==> config.mk <==
export PLATFORM = sky130hd
export DESIGN_NAME = irq_vector_ctrl
export DESIGN_NICKNAME = d
export VERILOG_FILES = /design/src/rtl/irq_agg_pkg.sv /design/src/rtl/irq_pin_edge.sv /design/src/rtl/irq_flag_bank.sv /design/src/rtl/irq_vector_gate.sv /design/src/rtl/irq_vector_ctrl.sv
export SDC_FILE = /design/constraint.sdc
export NUM_CORES = 1
export LEC_CHECK = 0
export ABC_AREA = 1
export BUFFER_PORTS_ARGS = -buffer_cell sky130_fd_sc_hd__buf_4
export CAP_MARGIN = 20
export CORE_AREA = 3 3 72 74
export DETAILED_ROUTE_END_ITERATION = 12
export DIE_AREA = 0 0 75 77
export GPL_ROUTABILITY_DRIVEN = 0
export PLACE_DENSITY = 0.79
export SLEW_MARGIN = 20
export SYNTH_ARGS = -nofsm -noshare
export SYNTH_HDL_FRONTEND = slang
export SYNTH_SLANG_ARGS = --single-unit
==> constraint.sdc <==
create_clock -name clk -period 1.4 [get_ports clk]
set_input_delay 0.42 -clock clk [delete_from_list [all_inputs] [get_ports clk]]
set_output_delay 0.42 -clock clk [all_outputs]
set_load 0.01 [all_outputs]
==> src/rtl/irq_agg_pkg.sv <==
// Shared constants for the interrupt aggregation controller.
// Assumes 8-bit register words and at most 8 sources per peripheral group.
package irq_agg_pkg;
    localparam int REG_W  = 8;
    localparam int ADDR_W = 3;
    localparam int CORE_N = 3;

    // Register word addresses
    typedef enum logic [ADDR_W-1:0] {
        ADR_CORE   = 3'd0,
        ADR_GA_FLG = 3'd1,
        ADR_GA_EN  = 3'd2,
        ADR_GB_FLG = 3'd3,
        ADR_GB_EN  = 3'd4,
        ADR_CFG    = 3'd5
    } reg_adr_e;

    // Core word layout: flags [2:0], enables [5:3], then peripheral and global enables
    localparam int CW_FLG_LO = 0;
    localparam int CW_EN_LO  = 3;
    localparam int CW_PEIE   = 6;
    localparam int CW_GIE    = 7;

    // Index of each core source inside its flag and enable fields
    localparam int SRC_PIN   = 0;
    localparam int SRC_PORT  = 1;
    localparam int SRC_TMR   = 2;

    // Config word: bit 0 = 1 selects the rising pin edge
    localparam int CFG_RISE  = 0;
endpackage

==> src/rtl/irq_pin_edge.sv <==
// Synchronizes the asynchronous interrupt pin and reports the selected edge.
// Assumes the pin is low while reset is asserted, so no false edge appears
// after reset. Output is a one-cycle pulse, SYNC_N cycles after the pin moves.
module irq_pin_edge #(
    parameter int SYNC_N = 2
) (
    input  logic clk,
    input  logic rst_n,
    input  logic pin_async,
    input  logic rise_sel,
    output logic edge_hit
);
    // sh[SYNC_N-1] is the synchronized level; sh[SYNC_N] is its previous value
    logic [SYNC_N:0] sh;

    // Purpose: shift the pin through the synchronizer and the history flop
    always_ff @(posedge clk) begin
        if (!rst_n) sh <= '0;
        else        sh <= {sh[SYNC_N-1:0], pin_async};
    end

    logic rise_w, fall_w;

    // Purpose: detect both edges and pick the configured one
    always_comb begin
        rise_w   = sh[SYNC_N-1] & ~sh[SYNC_N];
        fall_w   = ~sh[SYNC_N-1] & sh[SYNC_N];
        edge_hit = rise_sel ? rise_w : fall_w;
    end
endmodule

==> src/rtl/irq_flag_bank.sv <==
// One group of W interrupt sources, each with a sticky flag and an enable bit.
// Software writes set or clear flags bit by bit. A hardware set in the same
// cycle overrides a software clear. any_req reports any enabled, set flag.
module irq_flag_bank #(
    parameter int W = 8
) (
    input  logic         clk,
    input  logic         rst_n,
    input  logic [W-1:0] hw_set,
    input  logic         flag_we,
    input  logic [W-1:0] flag_wdata,
    input  logic         en_we,
    input  logic [W-1:0] en_wdata,
    output logic [W-1:0] flags,
    output logic [W-1:0] enables,
    output logic         any_req
);
    logic [W-1:0] flag_nxt;
    logic [W-1:0] en_nxt;

    for (genvar i = 0; i < W; i++) begin : g_src
        // Purpose: per-source next state, hardware set first
        always_comb begin
            if (hw_set[i])    flag_nxt[i] = 1'b1;
            else if (flag_we) flag_nxt[i] = flag_wdata[i];
            else              flag_nxt[i] = flags[i];
            en_nxt[i] = en_we ? en_wdata[i] : enables[i];
        end
    end

    // Purpose: hold flag and enable state
    always_ff @(posedge clk) begin
        if (!rst_n) begin
            flags   <= '0;
            enables <= '0;
        end else begin
            flags   <= flag_nxt;
            enables <= en_nxt;
        end
    end

    // Purpose: reduce the enabled flags to one request
    always_comb any_req = |(flags & enables);
endmodule

==> src/rtl/irq_vector_gate.sv <==
// Holds the global and peripheral enables and decides when to vector.
// A vector is taken on an instruction boundary when the global enable is set
// and a request is pending. A same-cycle write that clears the global enable
// blocks it. The request stays pending because flags are never touched here.
module irq_vector_gate (
    input  logic clk,
    input  logic rst_n,
    input  logic core_req,
    input  logic periph_req,
    input  logic instr_boundary,
    input  logic ret_from_irq,
    input  logic core_we,
    input  logic wr_gie,
    input  logic wr_peie,
    output logic gie,
    output logic peie,
    output logic vec_req
);
    logic pending, gie_drop_wr, take;

    // Purpose: combine the groups and form the take condition
    always_comb begin
        pending     = core_req | (peie & periph_req);
        gie_drop_wr = core_we & ~wr_gie;
        take        = instr_boundary & gie & pending & ~gie_drop_wr;
    end

    // Purpose: update the enables; a take clears first, then return, then the write
    always_ff @(posedge clk) begin
        if (!rst_n) begin
            gie     <= 1'b0;
            peie    <= 1'b0;
            vec_req <= 1'b0;
        end else begin
            if (take)              gie <= 1'b0;
            else if (ret_from_irq) gie <= 1'b1;
            else if (core_we)      gie <= wr_gie;
            if (core_we)           peie <= wr_peie;
            vec_req <= take;
        end
    end
endmodule

==> src/rtl/irq_vector_ctrl.sv <==
// Top of the interrupt aggregation controller: core group, two peripheral
// groups, register port, pin edge logic and vector gate.
// Assumes the core accepts a vector only while instr_boundary is high.
module irq_vector_ctrl #(
    parameter int          PA_W       = 8,
    parameter int          PB_W       = 6,
    parameter int          PC_W       = 13,
    parameter logic [12:0] VEC_TARGET = 13'h0004
) (
    input  logic                             clk,
    input  logic                             rst_n,
    input  logic                             pin_async,
    input  logic                             port_chg_pulse,
    input  logic                             tmr_ovf_pulse,
    input  logic [PA_W-1:0]                  grp_a_pulse,
    input  logic [PB_W-1:0]                  grp_b_pulse,
    input  logic                             reg_we,
    input  logic [irq_agg_pkg::ADDR_W-1:0]   reg_addr,
    input  logic [irq_agg_pkg::REG_W-1:0]    reg_wdata,
    output logic [irq_agg_pkg::REG_W-1:0]    reg_rdata,
    input  logic                             instr_boundary,
    input  logic                             ret_from_irq,
    output logic                             vec_req,
    output logic [PC_W-1:0]                  vec_addr
);
    import irq_agg_pkg::*;

    localparam int CN = CORE_N;

    // Write decode
    logic we_core, we_ga_f, we_ga_e, we_gb_f, we_gb_e, we_cfg;

    // Purpose: one write strobe per register word
    always_comb begin
        we_core = reg_we && (reg_addr == ADR_CORE);
        we_ga_f = reg_we && (reg_addr == ADR_GA_FLG);
        we_ga_e = reg_we && (reg_addr == ADR_GA_EN);
        we_gb_f = reg_we && (reg_addr == ADR_GB_FLG);
        we_gb_e = reg_we && (reg_addr == ADR_GB_EN);
        we_cfg  = reg_we && (reg_addr == ADR_CFG);
    end

    logic cfg_rise;

    // Purpose: pin edge select register
    always_ff @(posedge clk) begin
        if (!rst_n)      cfg_rise <= 1'b0;
        else if (we_cfg) cfg_rise <= reg_wdata[CFG_RISE];
    end

    logic pin_hit;
    irq_pin_edge #(.SYNC_N(2)) pin_i (
        .clk(clk), .rst_n(rst_n), .pin_async(pin_async),
        .rise_sel(cfg_rise), .edge_hit(pin_hit)
    );

    logic [CN-1:0] core_set;

    // Purpose: gather the core group events
    always_comb begin
        core_set           = '0;
        core_set[SRC_PIN]  = pin_hit;
        core_set[SRC_PORT] = port_chg_pulse;
        core_set[SRC_TMR]  = tmr_ovf_pulse;
    end

    logic [CN-1:0]   core_flg, core_en;
    logic [PA_W-1:0] ga_flg, ga_en;
    logic [PB_W-1:0] gb_flg, gb_en;
    logic            core_any, ga_any, gb_any;

    irq_flag_bank #(.W(CN)) core_bank_i (
        .clk(clk), .rst_n(rst_n), .hw_set(core_set),
        .flag_we(we_core), .flag_wdata(reg_wdata[CW_FLG_LO +: CN]),
        .en_we(we_core),   .en_wdata(reg_wdata[CW_EN_LO +: CN]),
        .flags(core_flg), .enables(core_en), .any_req(core_any)
    );

    irq_flag_bank #(.W(PA_W)) grp_a_i (
        .clk(clk), .rst_n(rst_n), .hw_set(grp_a_pulse),
        .flag_we(we_ga_f), .flag_wdata(reg_wdata[PA_W-1:0]),
        .en_we(we_ga_e),   .en_wdata(reg_wdata[PA_W-1:0]),
        .flags(ga_flg), .enables(ga_en), .any_req(ga_any)
    );

    irq_flag_bank #(.W(PB_W)) grp_b_i (
        .clk(clk), .rst_n(rst_n), .hw_set(grp_b_pulse),
        .flag_we(we_gb_f), .flag_wdata(reg_wdata[PB_W-1:0]),
        .en_we(we_gb_e),   .en_wdata(reg_wdata[PB_W-1:0]),
        .flags(gb_flg), .enables(gb_en), .any_req(gb_any)
    );

    logic gie_w, peie_w;

    irq_vector_gate gate_i (
        .clk(clk), .rst_n(rst_n),
        .core_req(core_any), .periph_req(ga_any | gb_any),
        .instr_boundary(instr_boundary), .ret_from_irq(ret_from_irq),
        .core_we(we_core), .wr_gie(reg_wdata[CW_GIE]), .wr_peie(reg_wdata[CW_PEIE]),
        .gie(gie_w), .peie(peie_w), .vec_req(vec_req)
    );

    // Purpose: fixed handler address
    always_comb vec_addr = PC_W'(VEC_TARGET);

    // Purpose: read mux; narrow groups read zero in their unused bits
    always_comb begin
        reg_rdata = '0;
        unique case (reg_addr)
            ADR_CORE: begin
                reg_rdata[CW_FLG_LO +: CN] = core_flg;
                reg_rdata[CW_EN_LO +: CN]  = core_en;
                reg_rdata[CW_PEIE]         = peie_w;
                reg_rdata[CW_GIE]          = gie_w;
            end
            ADR_GA_FLG: reg_rdata[PA_W-1:0] = ga_flg;
            ADR_GA_EN:  reg_rdata[PA_W-1:0] = ga_en;
            ADR_GB_FLG: reg_rdata[PB_W-1:0] = gb_flg;
            ADR_GB_EN:  reg_rdata[PB_W-1:0] = gb_en;
            ADR_CFG:    reg_rdata[CFG_RISE] = cfg_rise;
            default:    reg_rdata = '0;
        endcase
    end
endmodule

==> run summary, run 1 <==
==================================================================================
Unique masters post-synth ...........................................           31
TritonCTS sink count ................................................           41
Final Hold Vio Count ................................................            0
Global-route wire length before repair ..............................      9.15 mm
Share of the yosys chip area belonging to registers .................        0.382
Peak supply drop ....................................................   0.000811 V
Pin count of the biggest net entering global routing ................           20
Slew Limit Fails ....................................................            0
Detailed Routing Iterations Pass 1 ..................................            4
Port-buffer cells ...................................................           41
Hold bufs inserted after CTS ........................................            0
Count of max-cap constraint violations ..............................            0
CTS clk-pin slew, worst paths .......................................        90 ps
CP Launch Type ......................................................    input pin
All-Layer GR Usage ..................................................        0.205
Cells after Synth ...................................................          306
CTS tree ............................................................         done
Final routed wire length divided by cell count ......................      13.1 um
Maximum clock path buffer count .....................................            2
Highest Clock Rate ..................................................      583 MHz
Share of final-layout standard cells stronger than drive strength 1 .        0.324
Buffer type at the clock tree root .................................. sky130_fd_sc_hd__clkbuf_8
Warning count from the yosys run ....................................            0
Leading cell type by number of instances after synthesis ............ sky130_fd_sc_hd__nand2_1
Post-Synthesis Cell Area ............................................  0.00215 mm2
Post-synth EDFFs ....................................................            0
Area of the core ....................................................  0.00466 mm2
Average cell area after synthesis ...................................     7.02 um2
Worst setup slack after placement ...................................      -395 ps
Initial antenna violation count .....................................            0
Most area-hungry cell type in the Yosys netlist ..................... sky130_fd_sc_hd__dfxtp_1
Final setup margin ..................................................      -315 ps
Via count of the first global-routing pass ..........................         1998
Fraction of registers with async set/reset ..........................            0
#FFs+latches synth ..................................................           41
Starting density of the core ........................................        0.461
Number of endpoints failing setup at the final stage ................            8
TritonCTS Buffers ...................................................            5
Final instance area .................................................  0.00283 mm2
Worst Path Required .................................................       980 ps
Area after DPL ......................................................  0.00261 mm2
Power per standard cell area ........................................   899 mW/mm2
Setup TNS Final .....................................................     -2310 ps
Class of the worst hold path ........................................    in -> reg
I/O Pins ............................................................           55
Number of vias per cell .............................................         4.99
Die area ............................................................  0.00578 mm2
Maximum clock skew at final layout ..................................      11.5 ps
DRC violations left .................................................            0
Final period demand of the worst path ...............................      1710 ps
Placed wire-length estimate after detailed placement ................      4.21 mm
Final WL ............................................................      5.63 mm
Number of core rows .................................................           25
Leading cell types by count after synthesis ......................... sky130_fd_sc_hd__nand2_1, sky130_fd_sc_hd__inv_1, sky130_fd_sc_hd__dfxtp_1
Die height ..........................................................        77 um
Worst-Skew Late Latency .............................................       310 ps
Setup repair after global routing missed its margin .................         true
Flip-flop cell with the highest count after synthesis ............... sky130_fd_sc_hd__dfxtp_1
Top-area cell type share of the netlist area ........................        0.382
Total number of vias ................................................         2137
Number of H-tree branching levels ...................................            2
Dominant cells by area after synthesis .............................. sky130_fd_sc_hd__dfxtp_1, sky130_fd_sc_hd__nand2_1, sky130_fd_sc_hd__a21oi_1
Antenna Diode Count .................................................            0
Worst endpoint data arrival time ....................................      1290 ps
Nets ................................................................          406
Classification of the worst setup path ..............................    in -> out
Violated checks ..................................................... negative setup slack
Total grt overflow ..................................................            0
Worst Setup End Kind ................................................ primary output
Antenna Violating Nets Remaining ....................................            0
Floorplan die width .................................................        75 um
Post-route total power ..............................................      2.54 mW
Detailed router's first-iteration violation count ...................          160
Status .............................................................. finished with violations
Syn-to-layout area delta ............................................        31.7%
Fin crit share ......................................................         1.22
Total leakage power .................................................      1.40 nW
Critical Path Fanout Max ............................................            5
==================================================================================
## worst max-delay path, stage by stage
cell	delay [ps]
sky130_fd_sc_hd__buf_8	90
sky130_fd_sc_hd__inv_4	40
sky130_fd_sc_hd__nand3_2	80
sky130_fd_sc_hd__inv_4	60
sky130_fd_sc_hd__nand2_1	70
sky130_fd_sc_hd__o21ai_1	80
sky130_fd_sc_hd__a21oi_1	150
sky130_fd_sc_hd__o221ai_1	140
sky130_fd_sc_hd__buf_4	160
## where the power goes
part           switching, mW  total, mW  internal, mW
registers             0.0411       1.27          1.23
logic                  0.243      0.453         0.210
clock network          0.462      0.822         0.360
## per-stage QoR
stage | hold WS, ps | std cells | util
global placement | 404 | 415 | 0.560
detailed placement | 417 | 415 | 0.560
finish | 287 | 428 | 0.607
global route | 292 | 428 | 0.607
floorplan | 390 | 317 | -
CTS | 285 | 426 | 0.595
## sequential cells by signal, indices dropped and copies added, names as in the netlist
register             flops
grp_b_i.flags            6
cfg_rise                 1
grp_a_i.flags            8
gate_i.gie               1
gate_i.vec_req           1
gate_i.peie              1
core_bank_i.enables      3
pin_i.sh                 3
core_bank_i.flags        3
grp_a_i.enables          8
grp_b_i.enables          6
## layout by cell type (no fill, tap or decap), types with 5 or more instances in the layout
cell type and n:
sky130_fd_sc_hd__nand2_1 66, sky130_fd_sc_hd__buf_4 65, sky130_fd_sc_hd__dfxtp_1 41, sky130_fd_sc_hd__a21oi_1 38, sky130_fd_sc_hd__inv_1 35, sky130_fd_sc_hd__o21ai_1 15
sky130_fd_sc_hd__o21ai_0 15, sky130_fd_sc_hd__nor2_1 14, sky130_fd_sc_hd__conb_1 13, sky130_fd_sc_hd__inv_2 10, sky130_fd_sc_hd__nand2_2 6, sky130_fd_sc_hd__nand3_1 6
sky130_fd_sc_hd__nand2_4 5, sky130_fd_sc_hd__o21ai_2 5, sky130_fd_sc_hd__clkbuf_8 5
## path summary, 6_finish.rpt
check | from | end | slack [ps] | depth (start not counted)
setup reg to reg | grp_b_i.flags[3] | gate_i.vec_req | 100 | 9
hold reg to reg | pin_i.sh[0] | pin_i.sh[1] | 440 | 2
hold / removal | pin_async | pin_i.sh[0] | 290 | 3
setup / recovery | reg_addr[2] | reg_rdata[4] | -310 | 9
## per-layer routing
layer / global-route usage / routed length (um) / up-vias
met5: 0 / 0 / -
met4: 0.0854 / 182 / 0
met3: 0.0433 / 352 / 26
met2: 0.341 / 2770 / 73
met1: 0.249 / 2320 / 953
li1: - / - / 1085
## cell families (layout without fill, tap and decap cells)
family          count (synthesis)  after routing  share of synthesized area
simple gates                  105            105                      0.225
compound gates                 88             88                      0.225
buf+inv                        70            127                      0.165
flops                          41             41                      0.382
other cells                     2             13                    0.00349
## final cells by class
type | instances | area, um2
Fill cell | 407 | 1830
Timing Repair Buffer | 70 | 569
Tap cell | 54 | 67.6
Sequential cell | 41 | 821
Multi-Input combinational cell | 206 | 1080
Inverter | 49 | 194
Clock buffer | 5 | 68.8
Clock inverter | 3 | 25.0
## timing repair
action,in CTS,in global routing
resized for setup,16,16
endpoints found under the setup margin,8,8
setup buffers,3,2
pin swaps,7,8
cloned,0,0
(Power assumes the default switching activity.)
==> run 2: changes to the inputs <==
--- a/config.mk
+++ b/config.mk
@@ -8,12 +8,13 @@
 export ABC_AREA = 1
 export BUFFER_PORTS_ARGS = -buffer_cell sky130_fd_sc_hd__buf_4
 export CAP_MARGIN = 20
-export CORE_AREA = 3 3 72 74
+export CORE_AREA = 3 3 75 77
 export DETAILED_ROUTE_END_ITERATION = 12
-export DIE_AREA = 0 0 75 77
+export DIE_AREA = 0 0 78 80
 export GPL_ROUTABILITY_DRIVEN = 0
-export PLACE_DENSITY = 0.79
+export PLACE_DENSITY = 0.8
 export SLEW_MARGIN = 20
 export SYNTH_ARGS = -nofsm -noshare
 export SYNTH_HDL_FRONTEND = slang
+export SYNTH_HIERARCHICAL = 1
 export SYNTH_SLANG_ARGS = --single-unit
==> run summary, run 2 <==
==================================================================================
All-Layer GR Usage ..................................................        0.226   +0.0209
Total grt overflow ..................................................            0   unchanged
Most area-hungry cell type in the Yosys netlist ..................... sky130_fd_sc_hd__dfxtp_1
Share of the yosys chip area belonging to registers .................        0.339   -0.0430
Most common cell after layout, fill and taps aside .................. sky130_fd_sc_hd__nor2_1
Via count of the first global-routing pass ..........................         2435   +22%
Area taken by flip-flops and latches ................................      821 um2   unchanged
Total leakage power .................................................      1.71 nW   +22%
End point of the worst hold path ....................................  pin_i/sh[0]
Final Hold Vio Count ................................................            0   unchanged
Post-Synthesis Cell Area ............................................  0.00242 mm2   +13%
Number of vias per cell .............................................         4.88   -2.3%
#FFs+latches synth ..................................................           41   unchanged
Cells after Synth ...................................................          401   +31%
Highest Clock Rate ..................................................      597 MHz   +2.4%
Status .............................................................. finished with violations
Maximum clock skew at final layout ..................................      5.14 ps   -6.32 ps
Unique masters post-synth ...........................................           26   -16%
Share of final-layout standard cells stronger than drive strength 1 .        0.288   -0.0357
Warning count from the yosys run ....................................            6   +6
Worst Path Required .................................................       980 ps   about the same
Placed wire-length estimate after detailed placement ................      4.82 mm   +14%
Syn-to-layout area delta ............................................        34.2%
Post-route total power ..............................................      2.60 mW   +2.3%
CP Launch Type ......................................................    input pin
Antenna Violating Nets Remaining ....................................            0   unchanged
TritonCTS sink count ................................................           41   unchanged
Number of core rows .................................................           26   +4.0%
Number of H-tree branching levels ...................................            2   unchanged
Worst Setup End Kind ................................................ primary output
Setup repair after global routing missed its margin .................         true
Dominant cells by area after synthesis .............................. sky130_fd_sc_hd__dfxtp_1, sky130_fd_sc_hd__nor2_1, sky130_fd_sc_hd__nand2_1
Floorplan die width .................................................        78 um   +4.0%
Classification of the worst setup path ..............................    in -> out
Class of the worst hold path ........................................    in -> reg
Initial antenna violation count .....................................            0   unchanged
Worst setup slack after placement ...................................      -448 ps   -52.6 ps
Top library cells by usage in the layout, fill and taps aside ....... sky130_fd_sc_hd__nor2_1, sky130_fd_sc_hd__nand2_1, sky130_fd_sc_hd__inv_1
Largest registers ................................................... grp_a_i/enables x8, grp_a_i/flags x8
Antenna Diode Count .................................................            0   unchanged
Flip-flop cell with the highest count after synthesis ............... sky130_fd_sc_hd__dfxtp_1
Power per standard cell area ........................................   800 mW/mm2   -11%
Pin count of the biggest net entering global routing ................           28   +40%
Leading cell types by count after synthesis ......................... sky130_fd_sc_hd__nor2_1, sky130_fd_sc_hd__nand2_1, sky130_fd_sc_hd__inv_1
Violated checks ..................................................... negative setup slack
Launch instance of the worst min-delay path .........................    pin_async
I/O Pins ............................................................           55   unchanged
Worst-Skew Late Latency .............................................       300 ps   about the same
TritonCTS Buffers ...................................................            5   unchanged
Critical Path Fanout Max ............................................            6   +1
Leading cell type by number of instances after synthesis ............ sky130_fd_sc_hd__nor2_1
DRC violations left .................................................            0   unchanged
Final period demand of the worst path ...............................      1670 ps   -40.0 ps
# placed instances ..................................................          525   +27%
WHS .................................................................       297 ps   +10.5 ps
Detailed router's first-iteration violation count ...................          154   -3.8%
Port-buffer cells ...................................................           41   unchanged
Post-layout instance count excluding filler cells ...................          539   +26%
Number of endpoints failing setup at the final stage ................           11   +3
Nets ................................................................          502   +24%
Fraction of registers with async set/reset ..........................            0   unchanged
Worst R2R Start ..................................................... grp_b_i/enables[4]
Final WL ............................................................      7.09 mm   +26%
Average cell area after synthesis ...................................     6.04 um2   -14%
Fin crit share ......................................................         1.20   -0.0286
Final routed wire length divided by cell count ......................      13.2 um   about the same
Buffer type at the clock tree root .................................. sky130_fd_sc_hd__clkbuf_8
Die height ..........................................................        80 um   +3.9%
CTS clk-pin slew, worst paths .......................................        80 ps   about the same
Logic depth of the worst register-to-register path ..................           10   +1
Hold bufs inserted after CTS ........................................            0   unchanged
Maximum clock path buffer count .....................................            2   unchanged
CTS tree ............................................................         done
Total number of vias ................................................         2628   +23%
Peak supply drop ....................................................   0.000491 V   -39%
Fill count ..........................................................          469   +15%
Register-to-register path setup slack ...............................        80 ps   -20 ps
Global-route wire length before repair ..............................      11.1 mm   +21%
Multi-input gate area ...............................................  0.00135 mm2   +24%
Starting density of the core ........................................        0.477   +0.0161
Area of the core ....................................................  0.00507 mm2   +8.9%
Slew Limit Fails ....................................................            0   unchanged
Count of max-cap constraint violations ..............................            0   unchanged
Die area ............................................................  0.00624 mm2   +8.1%
Final setup margin ..................................................      -275 ps   +40.0 ps
Detailed Routing Iterations Pass 1 ..................................            5   +1
Worst Hold Depth ....................................................            3   unchanged
Endpoint of the worst-slack reg-to-reg timing path ..................   gate_i/gie
Post-synth EDFFs ....................................................            0   unchanged
Top-area cell type share of the netlist area ........................        0.339   -0.0430
Worst endpoint data arrival time ....................................      1250 ps   -40 ps
==================================================================================
[run 2: changes by cell type after synthesis, moves of 4 or more]
cell / before / now
sky130_fd_sc_hd__inv_1: 42 / 66
sky130_fd_sc_hd__o21ai_0: 20 / 13
sky130_fd_sc_hd__nand2_1: 71 / 95
sky130_fd_sc_hd__nand4_1: 0 / 4
sky130_fd_sc_hd__nor2_1: 14 / 101
sky130_fd_sc_hd__a21oi_1: 40 / 1
sky130_fd_sc_hd__o21ai_1: 13 / 8
sky130_fd_sc_hd__nand3_1: 7 / 21
sky130_fd_sc_hd__inv_2: 7 / 3
sky130_fd_sc_hd__nor2_2: 1 / 11
[run 2: report_power, final]
| part | leakage [nW] | switching, mW | internal, mW |
|---|---|---|---|
| clock network | 0.0443 | 0.393 | 0.391 |
| logic | 1.33 | 0.293 | 0.241 |
| registers | 0.338 | 0.0566 | 1.23 |
| total | 1.71 | 0.742 | 1.86 |
[run 2: layout make-up]
type	instances	share of cell area
timing repair inverter	1	0.00231
timing repair buffer	70	0.194
sequential	41	0.252
inverter	70	0.0835
tap	70	0.0269
clock buffer	7	0.0265
multi-input combinational	280	0.414
[run 2: layer usage]
layer	routed length, um	track usage
met1	2950	0.283
met2	3460	0.376
met3	492	0.0429
met4	186	0.0997
met5	0	0
[run 2: worst max-delay path: stages]
cell                      delay (ps)
sky130_fd_sc_hd__buf_12          110
sky130_fd_sc_hd__nor2_4          160
sky130_fd_sc_hd__buf_6           160
sky130_fd_sc_hd__nand3_2         100
sky130_fd_sc_hd__nand2_2         100
sky130_fd_sc_hd__nor2_2           40
sky130_fd_sc_hd__nand2_2          60
sky130_fd_sc_hd__buf_6           100
[run 2: kinds of logic (layout without fill, tap and decap cells)]
| logic type | Yosys count | count (layout) | synth area share |
|---|---|---|---|
| AO/OA/AOI/OAI | 23 | 23 | 0.0486 |
| buffers and inverters | 91 | 148 | 0.184 |
| flip-flops | 41 | 41 | 0.339 |
| other | 2 | 13 | 0.00310 |
| AND/OR/NAND/NOR | 244 | 244 | 0.426 |
[run 2: through the flow]
| step | cell area, um2 | util | TNS [ps] |
|---|---|---|---|
| floorplan | 2500 | - | -186 |
| global placement | 2900 | 0.571 | -10830 |
| detailed placement | 2900 | 0.571 | -13100 |
| CTS | 3150 | 0.621 | -1480 |
| global route | 3250 | 0.641 | -2850 |
| finish | 3250 | 0.641 | -2060 |
[run 2: worst max path at each step]
stage | from | end | slack (ps) | cells past startpoint
after floorplan | reg_addr[1] | reg_rdata[2] | -30 | 7
after global placement | reg_addr[2] | reg_rdata[0] | -360 | 6
after detailed placement | reg_addr[2] | reg_rdata[5] | -450 | 7
after CTS | reg_addr[1] | reg_rdata[3] | -200 | 8
after global routing | reg_addr[0] | reg_rdata[4] | -310 | 8
final | reg_addr[0] | reg_rdata[5] | -270 | 8
[run 2: timing repair]
item                                   4_1_cts  5_1_grt
pin swaps                                   17       12
gates resized for setup                     41       24
setup endpoints to repair                   22       16
endpoints found under the hold margin        0        0
buffers inserted                             2        2
cloned                                       2        1
